===== src/rtl/trs_mm_pkg.sv =====
`timescale 1ns/1ps
package trs_mm_pkg;

    typedef enum logic [2:0] {
        EV_IDLE      = 3'd0,
        EV_GOOD      = 3'd1,
        EV_MISSING   = 3'd2,
        EV_MISPLACED = 3'd3,
        EV_BAD_ID    = 3'd4
    } trs_event_e;

    // Bit order is visible at the port: bit0 missing, bit1 misplaced, bit2 id.
    typedef struct packed {
        logic bad_id;
        logic misplaced;
        logic missing;
    } trs_cause_t;

    localparam int CAUSE_W = $bits(trs_cause_t);

    function automatic trs_cause_t cause_of(input trs_event_e ev);
        trs_cause_t c;
        c = '0;
        case (ev)
            EV_MISSING:   c.missing   = 1'b1;
            EV_MISPLACED: c.misplaced = 1'b1;
            EV_BAD_ID:    c.bad_id    = 1'b1;
            default:      c = '0;
        endcase
        return c;
    endfunction

    function automatic logic is_fault(input trs_event_e ev);
        return (ev == EV_MISSING) || (ev == EV_MISPLACED) || (ev == EV_BAD_ID);
    endfunction

endpackage


===== src/rtl/trs_event_classify.sv =====
`timescale 1ns/1ps
module trs_event_classify
    import trs_mm_pkg::*;
#(
    parameter int ID_W = 8
) (
    input  logic            rx_stb,
    input  logic [ID_W-1:0] rx_id,
    input  logic            fw_stb,
    input  logic [ID_W-1:0] fw_id,
    output trs_event_e      ev
);
    logic id_eq;

    always_comb begin
        id_eq = (rx_id == fw_id);
        unique case ({fw_stb, rx_stb})
            2'b00:   ev = EV_IDLE;
            2'b10:   ev = EV_MISSING;
            2'b01:   ev = EV_MISPLACED;
            default: ev = id_eq ? EV_GOOD : EV_BAD_ID;
        endcase
    end
endmodule


===== src/rtl/trs_err_hold.sv =====
`timescale 1ns/1ps
module trs_err_hold
    import trs_mm_pkg::*;
(
    input  logic       clk,
    input  logic       rst,
    input  logic       enable,
    input  trs_event_e ev,
    output logic       err,
    output trs_cause_t cause
);
    logic       err_nx;
    trs_cause_t cause_nx;

    always_comb begin
        err_nx   = err;
        cause_nx = cause;
        if (!enable) begin
            err_nx   = 1'b0;
            cause_nx = '0;
        end else if (is_fault(ev)) begin
            err_nx   = 1'b1;
            cause_nx = cause_of(ev);
        end else if (ev == EV_GOOD) begin
            err_nx   = 1'b0;
            cause_nx = '0;
        end
    end

    always_ff @(posedge clk) begin
        if (rst) begin
            err   <= 1'b0;
            cause <= '0;
        end else begin
            err   <= err_nx;
            cause <= cause_nx;
        end
    end


    cause_onehot_chk: assert property (@(posedge clk) disable iff (rst)
        $onehot0(cause));


    idle_hold_chk: assert property (@(posedge clk) disable iff (rst)
        (enable && ev == EV_IDLE) |=> ($stable(err) && $stable(cause)));


    flag_cause_agree_chk: assert property (@(posedge clk) disable iff (rst)
        err == (cause != '0));
endmodule


===== src/rtl/trs_mismatch_top.sv =====
`timescale 1ns/1ps
module trs_mismatch_top
    import trs_mm_pkg::*;
#(
    parameter int ID_W = 8
) (
    input  logic            clk,
    input  logic            rst,
    input  logic            fw_enable,
    input  logic            rx_trs_stb,
    input  logic [ID_W-1:0] rx_trs_id,
    input  logic            fw_trs_stb,
    input  logic [ID_W-1:0] fw_trs_id,
    output logic            trs_err,
    output logic [2:0]      err_cause
);
    trs_event_e ev;
    trs_cause_t cause_q;

    trs_event_classify #(.ID_W(ID_W)) u_classify (
        .rx_stb (rx_trs_stb),
        .rx_id  (rx_trs_id),
        .fw_stb (fw_trs_stb),
        .fw_id  (fw_trs_id),
        .ev     (ev)
    );

    trs_err_hold u_hold (
        .clk    (clk),
        .rst    (rst),
        .enable (fw_enable),
        .ev     (ev),
        .err    (trs_err),
        .cause  (cause_q)
    );

    assign err_cause = cause_q;


    disable_clears_chk: assert property (@(posedge clk) disable iff (rst)
        !fw_enable |=> (!trs_err && err_cause == 3'b000));


    missing_sets_chk: assert property (@(posedge clk) disable iff (rst)
        (fw_enable && fw_trs_stb && !rx_trs_stb) |=> (trs_err && err_cause == 3'b001));


    misplaced_sets_chk: assert property (@(posedge clk) disable iff (rst)
        (fw_enable && rx_trs_stb && !fw_trs_stb) |=> (trs_err && err_cause == 3'b010));


    bad_id_sets_chk: assert property (@(posedge clk) disable iff (rst)
        (fw_enable && rx_trs_stb && fw_trs_stb && rx_trs_id != fw_trs_id)
        |=> (trs_err && err_cause == 3'b100));


    good_clears_chk: assert property (@(posedge clk) disable iff (rst)
        (fw_enable && rx_trs_stb && fw_trs_stb && rx_trs_id == fw_trs_id)
        |=> (!trs_err && err_cause == 3'b000));
endmodule


===== config.mk =====
export PLATFORM = sky130hd
export DESIGN_NAME = trs_mismatch_top
export DESIGN_NICKNAME = d
export VERILOG_FILES = /design/src/rtl/trs_mm_pkg.sv /design/src/rtl/trs_event_classify.sv /design/src/rtl/trs_err_hold.sv /design/src/rtl/trs_mismatch_top.sv
export SDC_FILE = /design/constraint.sdc
export NUM_CORES = 1
export LEC_CHECK = 0
export ABC_AREA = 1
export BUFFER_PORTS_ARGS = -buffer_cell sky130_fd_sc_hd__buf_2
export CORE_AREA = 4 4 41 43
export CTS_CLUSTER_SIZE = 16
export DETAILED_ROUTE_END_ITERATION = 8
export DIE_AREA = 0 0 45 47
export PLACE_DENSITY = 0.52
export SLEW_MARGIN = 25
export SYNTH_ARGS = -nofsm -noshare
export SYNTH_HDL_FRONTEND = slang
export SYNTH_SLANG_ARGS = --single-unit

===== constraint.sdc =====
create_clock -name clk -period 1.44 [get_ports clk]
set_clock_uncertainty 0.2 [all_clocks]
set_input_delay 0.36 -clock clk [delete_from_list [all_inputs] [get_ports clk]]
set_output_delay 0.36 -clock clk [all_outputs]
set_load 0.03 [all_outputs]

==> run metrics <==
core area ~0.0013 mm^2; pin count of the biggest net entering global routing 6; worst-margin pin slew 0.170 ns; Critical-path top delay cell dfxtp_1; multi-input logic area 214 um^2; r2r setup slk between 0.6 and 0.7 ns; Die Y 47 um; outcome finished clean; P&R area growth vs syn 49.8%; Final ANT Viol Nets 0; P per Cell Area 684 mW/mm^2; final setup TNS 0 ns; CTS tree built; critical path required time 0.88 ns; mux contribution to synthesized area 0%; RSZ-0062 raised after global routing false; Inst Count DP 95; Post-Synth Adder-Cell Area 14.8%; P_leak between 0.3 and 0.4 nW; worst setup path endpoint trs_err; All-Layer GR Usage between 8 and 9%; Final setup viols 0; DR vias/cell between 3 and 4; syn nets 80; Clock transition at path regs 0.04 ns; H-tree depth 1; Yosys warning count 0; first-pass GRT wire length around 1200 um; root buf cell clkbuf_4; VDD IR max 229 uV; Filler cells 152; Highest Clock Rate between 700 and 800 MHz; Final Cycle Share 90.3%; Slew headroom 88.5%; number of inserted diodes 0; leading area contributor after synthesis dfxtp_1; crit-path cells buf_2; via count 381; XOR/XNOR Fraction of Synth Area 12.9%; Max stage delay on crit path 0.31 ns; Post-Syn Area 339 um^2; initial core utilization 26.1%; Nets 110; Max Slew Vio Count 0; cts hold-fix bufs 0; beginning of the worst register-to-register path u_hold.err; Avg WL per Cell 7.26 um; CTS buffer count 3; sequential-to-total area share from yosys stat about a quarter; hold slack 0.207 ns; Hold WC Path Type in2reg; non-filler cells, final 98; main combinational cell family by area after synthesis simple AND/OR/NAND/NOR gates; overall die width between 40 and 50 um; post-synthesis compound-gate area fraction 8.86%; Syn Area/Cell 6.17 um^2; later-pin clock latency in the skew report 0.23 ns; ratio of cells with drive above 1 in the final layout 33.7%; Finished Cell Area between 500 and 600 um^2; Hold Vio Cnt, Final 0; CP delay by family, top flip-flops; count of input and output buffers 24; Hold Path Depth 4; Final Util 39.0%; WP depth 1; crit path capture type output pin; simple-gate portion of the synthesized area 26.6%; Worst Path Buf+Inv 1; 1st-iter DRT viols 2; Num Clock Sinks 4; Worst R2R End u_hold.err; CP Launch Point u_hold.err; Setup Fix Bufs, Post-CTS 0; Ports 25; Worst R2R Path Depth 2; Post-Synthesis Cells between 50 and 60; DRT Wirelength 711 um; Remaining DRCs 0; crit path launch type flip-flop; DRT Pass-1 Iters 3; pre-CTS setup slack roughly 0.047 ns; crit path time final 1.30 ns; CP arrival approximately 0.74 ns; top cell type's share of synthesized area 23.6%; setup ws final between 0.1 and 0.15 ns; top post-synthesis cells by area dfxtp_1, nand2_1, ha_1, inv_1, xnor2_1; PnR Total Power 0.347 mW; row count 13; total grt overflow 0; Seq cells post-synth 4; crit-path max FO 2; die area roughly 0.0021 mm^2; CP Class reg2out; Synth cell types 8; vias in the first global route 362; dpl hpwl 647 um; post-cts repair resize count 0; max_cap viols 0; register area between 80 and 90 um^2; GPL Wtd Cong 0.666; Clock Path Buffers 2; initial antenna violation count 0; Placed Area 485 um^2
==> report_power, final <==
| group | switching, mW | internal [mW] | leakage, nW |
|---|---|---|---|
| clock | 0.0418 | 0.0929 | 0.0138 |
| combinational | 0.0480 | 0.0474 | 0.258 |
| sequential | 0.00161 | 0.116 | 0.0326 |
| total | 0.0914 | 0.256 | 0.305 |
==> registers in the layout (all words and copies together) (netlist names) <==
register,flops
u_hold.err,1
u_hold.cause,3
==> Yosys cell counts <==
| master | n |
|---|---|
| inv_1 | 12 |
| nand2_1 | 19 |
| xnor2_1 | 5 |
| nor2_1 | 5 |
| ha_1 | 4 |
| a21oi_1 | 4 |
| dfxtp_1 | 4 |
| o21ai_0 | 2 |
==> layout by cell type, fill, tap and decap left out <==
cell and n:
a21oi_1 4, buf_2 24, buf_4 1, clkbuf_4 3, dfxtp_1 4, ha_1 4, inv_1 12, nand2_1 19
nor2_1 5, o21ai_0 2, xnor2_1 5
==> logic make-up after synthesis <==
family	after synthesis
fa+ha+maj	4
buf+inv	12
simple gates	24
compound gates	6
xor+xnor	5
flops	4
==> worst min path at each step <==
stage               startpoint              end  slack (ns)
6_report                   rst  u_hold.cause[0]        0.21
5_1_grt                    rst  u_hold.cause[0]        0.21
4_1_cts                    rst  u_hold.cause[0]        0.20
3_5_place_dp   u_hold.cause[0]  u_hold.cause[0]        0.24
3_3_place_gp   u_hold.cause[0]  u_hold.cause[0]        0.24
2_1_floorplan              rst  u_hold.cause[0]        0.34
==> final cells by class <==
type,count,share of cell area [%]
clock buffers,3,4.43
repair buffers,25,25.1
multi-input cells,39,42.1
well taps,15,3.69
flip-flops and latches,4,15.8
inverters,12,8.87
==> metal layers <==
metal / part of all wire, % / global-route usage (%) / routed length, um
met5: 0 / 0 / 0
met1: 41 / 8.16 / 290
met2: 50 / 13.0 / 356
met3: 8.9 / 4.98 / 63
met4: 0 / 5.26 / 0
Power figures use the tool's default switching activity.
